**config.mk**
```make
export PLATFORM = sky130hd
export DESIGN_NAME = instr_cycle_seq
export DESIGN_NICKNAME = d
export VERILOG_FILES = /design/src/rtl/iseq_pkg.sv /design/src/rtl/iseq_decode.sv /design/src/rtl/iseq_fsm.sv /design/src/rtl/iseq_datapath.sv /design/src/rtl/instr_cycle_seq.sv
export SDC_FILE = /design/constraint.sdc
export NUM_CORES = 1
export LEC_CHECK = 0
export CORE_MARGIN = 1.5
export CORE_UTILIZATION = 55
export CTS_BUF_LIST = sky130_fd_sc_hd__clkbuf_8
export CTS_CLUSTER_DIAMETER = 200
export DETAILED_ROUTE_END_ITERATION = 7
export DONT_BUFFER_PORTS = 1
export PLACE_DENSITY = 0.7
export SETUP_SLACK_MARGIN = 0.15
export SYNTH_ARGS = -nofsm -noshare
export SYNTH_HDL_FRONTEND = slang
export SYNTH_SLANG_ARGS = --single-unit
```
**constraint.sdc**
```tcl
create_clock -name clk -period 3.2 [get_ports clk]
set_input_delay 0.64 -clock clk [delete_from_list [all_inputs] [get_ports clk]]
set_output_delay 0.64 -clock clk [all_outputs]
set_load 0.05 [all_outputs]
```
**src/rtl/iseq_pkg.sv**
```systemverilog
package iseq_pkg;
  localparam int OP_W = 4;

  typedef enum logic [2:0] {
    ST_ADDR    = 3'd0,
    ST_FETCH   = 3'd1,
    ST_DECODE  = 3'd2,
    ST_OPADDR  = 3'd3,
    ST_OPFETCH = 3'd4,
    ST_EXEC    = 3'd5,
    ST_STORE   = 3'd6,
    ST_INTCHK  = 3'd7
  } cyc_state_t;

  localparam logic [OP_W-1:0] OPC_LOAD  = 4'd0;
  localparam logic [OP_W-1:0] OPC_STORE = 4'd1;
  localparam logic [OP_W-1:0] OPC_ADD   = 4'd2;
  localparam logic [OP_W-1:0] OPC_JUMP  = 4'd3;
  localparam logic [OP_W-1:0] OPC_RETI  = 4'd4;
endpackage

```
**src/rtl/iseq_decode.sv**
```systemverilog
module iseq_decode
  import iseq_pkg::*;
(
  input  logic [OP_W-1:0] opcode,
  output logic            need_addr,
  output logic            need_read,
  output logic            need_write,
  output logic            do_add,
  output logic            do_jump,
  output logic            do_reti
);
  always_comb begin
    need_addr  = 1'b0;
    need_read  = 1'b0;
    need_write = 1'b0;
    do_add     = 1'b0;
    do_jump    = 1'b0;
    do_reti    = 1'b0;
    case (opcode)
      OPC_LOAD:  begin need_addr = 1'b1; need_read = 1'b1; end
      OPC_ADD:   begin need_addr = 1'b1; need_read = 1'b1; do_add = 1'b1; end
      OPC_STORE: begin need_addr = 1'b1; need_write = 1'b1; end
      OPC_JUMP:  do_jump = 1'b1;
      OPC_RETI:  do_reti = 1'b1;
      default:   ;
    endcase
  end
endmodule

```
**src/rtl/iseq_fsm.sv**
```systemverilog
module iseq_fsm
  import iseq_pkg::*;
(
  input  logic       clk,
  input  logic       rst,
  input  logic       need_addr,
  input  logic       need_read,
  input  logic       need_write,
  input  logic       do_jump,
  input  logic       do_reti,
  input  logic       irq_pending,
  output cyc_state_t state,
  output logic       take_irq,
  output logic       masked
);
  cyc_state_t next_state;
  logic       boot_q;
  logic       handler_q;

  always_comb begin
    next_state = ST_ADDR;
    case (state)
      ST_ADDR:    next_state = ST_FETCH;
      ST_FETCH:   next_state = ST_DECODE;
      ST_DECODE: begin
        if (need_addr)                next_state = ST_OPADDR;
        else if (do_jump || do_reti)  next_state = ST_EXEC;
        else                          next_state = ST_INTCHK;
      end
      ST_OPADDR:  next_state = need_read ? ST_OPFETCH : ST_EXEC;
      ST_OPFETCH: next_state = ST_EXEC;
      ST_EXEC:    next_state = need_write ? ST_STORE : ST_INTCHK;
      ST_STORE:   next_state = ST_INTCHK;
      ST_INTCHK:  next_state = ST_ADDR;
      default:    next_state = ST_ADDR;
    endcase
  end

  assign masked   = boot_q | handler_q;
  assign take_irq = (state == ST_INTCHK) && irq_pending && !masked;

  always_ff @(posedge clk) begin
    if (rst) begin
      state     <= ST_ADDR;
      boot_q    <= 1'b1;
      handler_q <= 1'b0;
    end else begin
      state <= next_state;
      if (state == ST_INTCHK) boot_q <= 1'b0;
      if (take_irq) handler_q <= 1'b1;
      else if (state == ST_EXEC && do_reti) handler_q <= 1'b0;
    end
  end

  a_r1_reset_state: assert property (@(posedge clk)
    rst |=> (state == ST_ADDR && masked));

  a_r3_opfetch_order: assert property (@(posedge clk) disable iff (rst)
    (state == ST_OPFETCH) |-> ($past(state) == ST_OPADDR));

  a_r4_store_order: assert property (@(posedge clk) disable iff (rst)
    (state == ST_STORE) |-> ($past(state) == ST_EXEC));

  a_r9_mask_on_entry: assert property (@(posedge clk) disable iff (rst)
    $rose(handler_q) |-> ($past(state) == ST_INTCHK));

  a_r10_unmask_on_return: assert property (@(posedge clk) disable iff (rst)
    $fell(handler_q) |-> ($past(state) == ST_EXEC && $past(do_reti)));
endmodule

```
**src/rtl/iseq_datapath.sv**
```systemverilog
module iseq_datapath
  import iseq_pkg::*;
#(
  parameter int WORD_W = 16,
  parameter int ADDR_W = 12
) (
  input  logic              clk,
  input  logic              rst,
  input  cyc_state_t        state,
  input  logic              need_read,
  input  logic              need_write,
  input  logic              do_add,
  input  logic              do_jump,
  input  logic              do_reti,
  input  logic              take_irq,
  input  logic [WORD_W-1:0] mem_rdata,
  input  logic [ADDR_W-1:0] irq_vector,
  output logic [ADDR_W-1:0] pc,
  output logic [ADDR_W-1:0] mar,
  output logic [WORD_W-1:0] mbr,
  output logic [WORD_W-1:0] ir,
  output logic [WORD_W-1:0] acc,
  output logic              mem_we
);
  logic [ADDR_W-1:0] shadow_pc;
  logic [WORD_W-1:0] shadow_acc;
  logic [ADDR_W-1:0] operand_addr;

  assign operand_addr = ir[ADDR_W-1:0];
  assign mem_we       = (state == ST_STORE);

  always_ff @(posedge clk) begin
    if (rst) begin
      pc         <= '0;
      mar        <= '0;
      mbr        <= '0;
      ir         <= '0;
      acc        <= '0;
      shadow_pc  <= '0;
      shadow_acc <= '0;
    end else begin
      case (state)
        ST_ADDR:   mar <= pc;
        ST_FETCH:  pc <= pc + 1'b1;
        ST_DECODE: begin
          ir  <= mem_rdata;
          mbr <= mem_rdata;
        end
        ST_OPADDR: mar <= operand_addr;
        ST_EXEC: begin
          if (need_read) begin
            mbr <= mem_rdata;
            acc <= do_add ? (acc + mem_rdata) : mem_rdata;
          end
          if (need_write) mbr <= acc;
          if (do_jump)    pc  <= operand_addr;
          if (do_reti) begin
            pc  <= shadow_pc;
            acc <= shadow_acc;
          end
        end
        ST_INTCHK: begin
          if (take_irq) begin
            shadow_pc  <= pc;
            shadow_acc <= acc;
            pc         <= irq_vector;
          end
        end
        default: ;
      endcase
    end
  end

  a_r2_pc_step: assert property (@(posedge clk) disable iff (rst)
    (state == ST_FETCH) |=> (pc == $past(pc) + ADDR_W'(1)));

  a_r7_jump_target: assert property (@(posedge clk) disable iff (rst)
    (state == ST_EXEC && do_jump) |=> (pc == $past(operand_addr)));

  a_r8_vector_load: assert property (@(posedge clk) disable iff (rst)
    take_irq |=> (pc == $past(irq_vector)));

  a_r12_write_slot: assert property (@(posedge clk) disable iff (rst)
    mem_we |-> ($past(state) == ST_EXEC));
endmodule

```
**src/rtl/instr_cycle_seq.sv**
```systemverilog
module instr_cycle_seq
  import iseq_pkg::*;
#(
  parameter int WORD_W = 16,
  parameter int ADDR_W = 12
) (
  input  logic              clk,
  input  logic              rst,
  output logic [ADDR_W-1:0] mem_addr,
  output logic              mem_we,
  output logic [WORD_W-1:0] mem_wdata,
  input  logic [WORD_W-1:0] mem_rdata,
  input  logic              irq_pending,
  input  logic [ADDR_W-1:0] irq_vector,
  output logic              irq_ack,
  output logic              irq_masked,
  output logic [2:0]        cyc_state,
  output logic [ADDR_W-1:0] pc,
  output logic [WORD_W-1:0] acc,
  output logic [WORD_W-1:0] ir
);
  localparam int OP_LSB = WORD_W - OP_W;

  cyc_state_t       state;
  logic [OP_W-1:0]  opcode;
  logic             need_addr, need_read, need_write;
  logic             do_add, do_jump, do_reti;
  logic             take_irq;

  // decode straight from the returning word in decode, from IR afterwards
  assign opcode = (state == ST_DECODE) ? mem_rdata[WORD_W-1:OP_LSB]
                                       : ir[WORD_W-1:OP_LSB];

  iseq_decode u_decode (
    .opcode     (opcode),
    .need_addr  (need_addr),
    .need_read  (need_read),
    .need_write (need_write),
    .do_add     (do_add),
    .do_jump    (do_jump),
    .do_reti    (do_reti)
  );

  iseq_fsm u_fsm (
    .clk         (clk),
    .rst         (rst),
    .need_addr   (need_addr),
    .need_read   (need_read),
    .need_write  (need_write),
    .do_jump     (do_jump),
    .do_reti     (do_reti),
    .irq_pending (irq_pending),
    .state       (state),
    .take_irq    (take_irq),
    .masked      (irq_masked)
  );

  iseq_datapath #(.WORD_W(WORD_W), .ADDR_W(ADDR_W)) u_datapath (
    .clk        (clk),
    .rst        (rst),
    .state      (state),
    .need_read  (need_read),
    .need_write (need_write),
    .do_add     (do_add),
    .do_jump    (do_jump),
    .do_reti    (do_reti),
    .take_irq   (take_irq),
    .mem_rdata  (mem_rdata),
    .irq_vector (irq_vector),
    .pc         (pc),
    .mar        (mem_addr),
    .mbr        (mem_wdata),
    .ir         (ir),
    .acc        (acc),
    .mem_we     (mem_we)
  );

  assign irq_ack   = take_irq;
  assign cyc_state = state;
endmodule

```
==> run_summary.xml <==
<?xml version="1.0" encoding="UTF-8"?>
<metrics>
  <group name="critical_path">
    <metric name="worst_setup_path_startpoint" unit="">u_fsm.state[0]</metric>
    <metric name="startpoint_type" unit="">flip-flop</metric>
    <metric name="critical_path_fanout_max" unit="">18</metric>
    <metric name="worst-endpoint-required" unit="ns">2.56</metric>
    <metric name="rr_startpoint" unit="">u_datapath.acc[1]</metric>
    <metric name="critical_path_end" unit="">irq_ack</metric>
    <metric name="worst-r2r-setup-slack" unit="ns">0.55</metric>
    <metric name="regToRegEndpoint" unit="">u_datapath.acc[12]</metric>
    <metric name="worst-r2r-cell-count" unit="">7</metric>
    <metric name="setup.worst_path.class" unit="">reg -&gt; out</metric>
    <metric name="timing.critical_path.arrival" unit="ns">2.15</metric>
    <metric name="worst_setup_path_end_kind" unit="">primary output</metric>
  </group>
  <group name="timing">
    <metric name="grt_setup_unrepaired" unit="">false</metric>
    <metric name="fin_skew" unit="ns">0.00566</metric>
    <metric name="timing.final.crit_period" unit="ns">2.79</metric>
    <metric name="worst_relative_slew_slack" unit="">0.434</metric>
    <metric name="final-max-slew-violation-count" unit="">0</metric>
    <metric name="worst-slew-pin-transition" unit="ns">0.848</metric>
    <metric name="max_freq" unit="GHz">0.359</metric>
    <metric name="final-setup-viol-count" unit="">0</metric>
    <metric name="finalCritPeriodShare" unit="">0.872</metric>
    <metric name="finalHoldViolations" unit="">0</metric>
    <metric name="fin_hold_ws" unit="ns">0.312</metric>
    <metric name="timing.setup.tns" unit="ns">0</metric>
  </group>
  <group name="power">
    <metric name="net-switching-power" unit="mW">1.09</metric>
    <metric name="vdd_ir_drop_max" unit="uV">275</metric>
    <metric name="clock_power_share" unit="">0.280</metric>
    <metric name="p_int" unit="mW">1.92</metric>
    <metric name="leakage" unit="nW">2.17</metric>
    <metric name="share_comb_of_total_power" unit="">0.178</metric>
    <metric name="share_of_total_power_in_sequential_cells" unit="">0.543</metric>
    <metric name="power_density" unit="nW/um^2">488</metric>
    <metric name="netSwitchingFraction" unit="">0.362</metric>
  </group>
  <group name="final_layout">
    <metric name="commonest_non_fill_non_tap_cells_in_the_layout" unit="">158 x nand2_1, 105 x dfxtp_1, 83 x a21oi_1</metric>
    <metric name="multi_input_comb_area" unit="sq um">3330</metric>
    <metric name="design.final.nets" unit="">788</metric>
    <metric name="final_core_utilization" unit="">0.622</metric>
    <metric name="instances_no_fill" unit="">878</metric>
    <metric name="ff_latch_area" unit="sq um">2100</metric>
    <metric name="drive_above_1_share" unit="">0.110</metric>
    <metric name="antennaDiodeCount" unit="">0</metric>
    <metric name="mostFrequentLayoutCell" unit="">nand2_1</metric>
    <metric name="fillCellCount" unit="">934</metric>
    <metric name="layout-area-overhead-vs-synth" unit="%">8.36</metric>
  </group>
  <group name="global_routing">
    <metric name="grt_max_degree" unit="">110</metric>
    <metric name="antenna_found_initial" unit="">0</metric>
    <metric name="grt_overflow_total" unit="">0</metric>
    <metric name="globalRouteTotalUtil" unit="">0.313</metric>
    <metric name="wire_length_of_the_first_global_routing_pass" unit="microns">27100</metric>
    <metric name="vias_in_the_first_global_route" unit="">5145</metric>
  </group>
  <group name="clock_tree">
    <metric name="htree_levels" unit="">3</metric>
    <metric name="cts_tree" unit="">yes</metric>
    <metric name="cts_root_buf" unit="">clkbuf_8</metric>
    <metric name="clkLatencyLatePin" unit="ns">0.38</metric>
    <metric name="clock-sinks" unit="">105</metric>
    <metric name="post_cts_setup_repair_buffer_count" unit="">0</metric>
    <metric name="cts_buffer_depth" unit="">2</metric>
    <metric name="hold_buffers" unit="">0</metric>
    <metric name="cts_made_buffers" unit="">9</metric>
    <metric name="worst_setup_hold_path_clk_slew" unit="ns">0.10</metric>
    <metric name="number_of_cells_upsized_or_downsized_after_cts" unit="">0</metric>
  </group>
  <group name="route">
    <metric name="detail_route.iter0.violations" unit="">510</metric>
    <metric name="detail-route-antenna-nets" unit="">0</metric>
    <metric name="via_count" unit="">5616</metric>
    <metric name="route.final.wire_length" unit="microns">17200</metric>
    <metric name="post_drt_via_cell_ratio" unit="">6.40</metric>
    <metric name="drtPass1Iterations" unit="">8</metric>
    <metric name="drcViolationCount" unit="">0</metric>
    <metric name="routed_wire_length_per_instance" unit="microns">19.5</metric>
  </group>
  <group name="synthesis">
    <metric name="dominantRegCellSynth" unit="">dfxtp_1</metric>
    <metric name="number_of_nets_in_the_synthesized_netlist" unit="">790</metric>
    <metric name="yosys_warning_count" unit="">0</metric>
    <metric name="synth-edff-count" unit="">0</metric>
    <metric name="yosys.cell_types.count" unit="">70</metric>
    <metric name="post_synth_instance_area" unit="sq um">5690</metric>
    <metric name="ffs_w_async_s_r_synth" unit="">0</metric>
    <metric name="synth-seq-area-share" unit="">0.370</metric>
    <metric name="synth_area_per_cell" unit="sq um">7.66</metric>
    <metric name="synthesis.instances" unit="">742</metric>
    <metric name="synth_seq_cells" unit="">105</metric>
  </group>
  <group name="die">
    <metric name="initial_core_utilization" unit="">0.574</metric>
    <metric name="num_rows" unit="">36</metric>
    <metric name="die_width" unit="microns">105</metric>
    <metric name="ioPinCount" unit="">109</metric>
    <metric name="core-area" unit="sq um">9910</metric>
    <metric name="die-height" unit="microns">105</metric>
    <metric name="fp.dieArea" unit="sq um">11000</metric>
  </group>
  <group name="placed_design">
    <metric name="placed_wire_length_estimate" unit="microns">12000</metric>
    <metric name="dp.cells" unit="">862</metric>
    <metric name="globalplace.congestion" unit="">0.932</metric>
    <metric name="io_buffer_count" unit="">0</metric>
  </group>
  <group name="flow_run">
    <metric name="cap_viol_max_count" unit="">0</metric>
  </group>
  <group name="outcome">
    <metric name="run_status" unit="">completed</metric>
  </group>
  <group name="min_path">
    <metric name="worstHoldPathType" unit="">in -&gt; reg</metric>
    <metric name="hold_start" unit="">rst</metric>
  </group>
</metrics>
## worst max-delay path, stage by stage, from the launching register on
cell,delay [ns]
dfxtp_1,0.42
buf_4,0.35
and2_0,0.39
nand3_1,0.15
inv_1,0.45
## cell usage after synthesis (all sizes together) (3+ instances only)
cell type,n,share of area
a21oi,84,0.076
nand4,5,0.0055
xor2,6,0.0092
a211oi,25,0.035
nand3,28,0.025
o2111ai,4,0.0062
nand2,158,0.10
nor4,3,0.0044
nor3b,3,0.0048
dfxtp,105,0.37
nor3,13,0.011
and3,4,0.0044
inv,8,0.0053
a31oi,10,0.011
nor4b,3,0.0068
a21o,11,0.015
o211ai,3,0.0040
nor2,71,0.048
o41ai,4,0.0075
a311oi,18,0.028
or3,4,0.0044
clkbuf,41,0.027
mux2i,20,0.036
a31o,5,0.0077
buf,17,0.016
o221ai,7,0.011
ha,16,0.035
o21ai,26,0.023
xnor2,7,0.011
## stage by stage
| step | power [mW] | worst slack [ns] | cell area [sq um] |
|---|---|---|---|
| after global routing | 3.12 | 0.332 | 6160 |
| after detailed placement | 2.19 | 0.387 | 5970 |
| after global placement | 2.17 | 0.418 | 5970 |
| after CTS | 3.01 | 0.439 | 6160 |
| final | 3.01 | 0.411 | 6160 |
| after floorplan | 2.07 | 0.416 | 5690 |
## flip-flops by register name (all words and copies together), names as in the netlist
signal	count
u_datapath.shadow_acc	16
u_datapath.mar	12
u_fsm.handler_q	1
u_datapath.acc	16
u_datapath.mbr	16
u_datapath.ir	16
u_datapath.shadow_pc	12
u_fsm.state	3
u_fsm.boot_q	1
u_datapath.pc	12
## how the worst min path moves through the flow
stage                                            to  depth (start not counted)
final                       u_datapath.shadow_pc[9]                          1
after global routing      u_datapath.shadow_acc[12]                          1
after CTS                 u_datapath.shadow_acc[12]                          1
after detailed placement    u_datapath.shadow_pc[6]                          2
after global placement      u_datapath.shadow_pc[4]                          2
after floorplan             u_datapath.shadow_pc[6]                          2
## area by class of cell
cell class	instances	share of cell area
flip-flops and latches	105	0.341
repair buffers	45	0.0548
clock inverters	7	0.0112
multi-input cells	570	0.540
well taps	133	0.0270
clock buffers	9	0.0201
inverters	9	0.00548
## power groups by stage
stage	combinational, mW	sequential [mW]	clock, mW
after CTS	0.529	1.63	0.852
after floorplan	0.365	1.70	0
after global routing	0.589	1.64	0.895
final	0.534	1.63	0.841
after global placement	0.514	1.66	0
after detailed placement	0.527	1.66	0
## logic make-up after synthesis
group	count (synthesis)	synth area share
XOR/XNOR	13	0.0200
AO/OA/AOI/OAI	215	0.251
buffers and inverters	67	0.0488
adder cells (fa/ha/maj)	17	0.0387
AND/OR/NAND/NOR	305	0.236
multiplexers	20	0.0359
flip-flops	105	0.370
## layer usage
metal / GRT usage / vias to the layer above / routed length, microns
li1: - / 2651 / -
met1: 0.438 / 2622 / 7340
met2: 0.480 / 304 / 7640
met3: 0.0686 / 39 / 1790
met4: 0.0969 / 0 / 384
met5: 0 / - / 0
(Power assumes the default switching activity.)
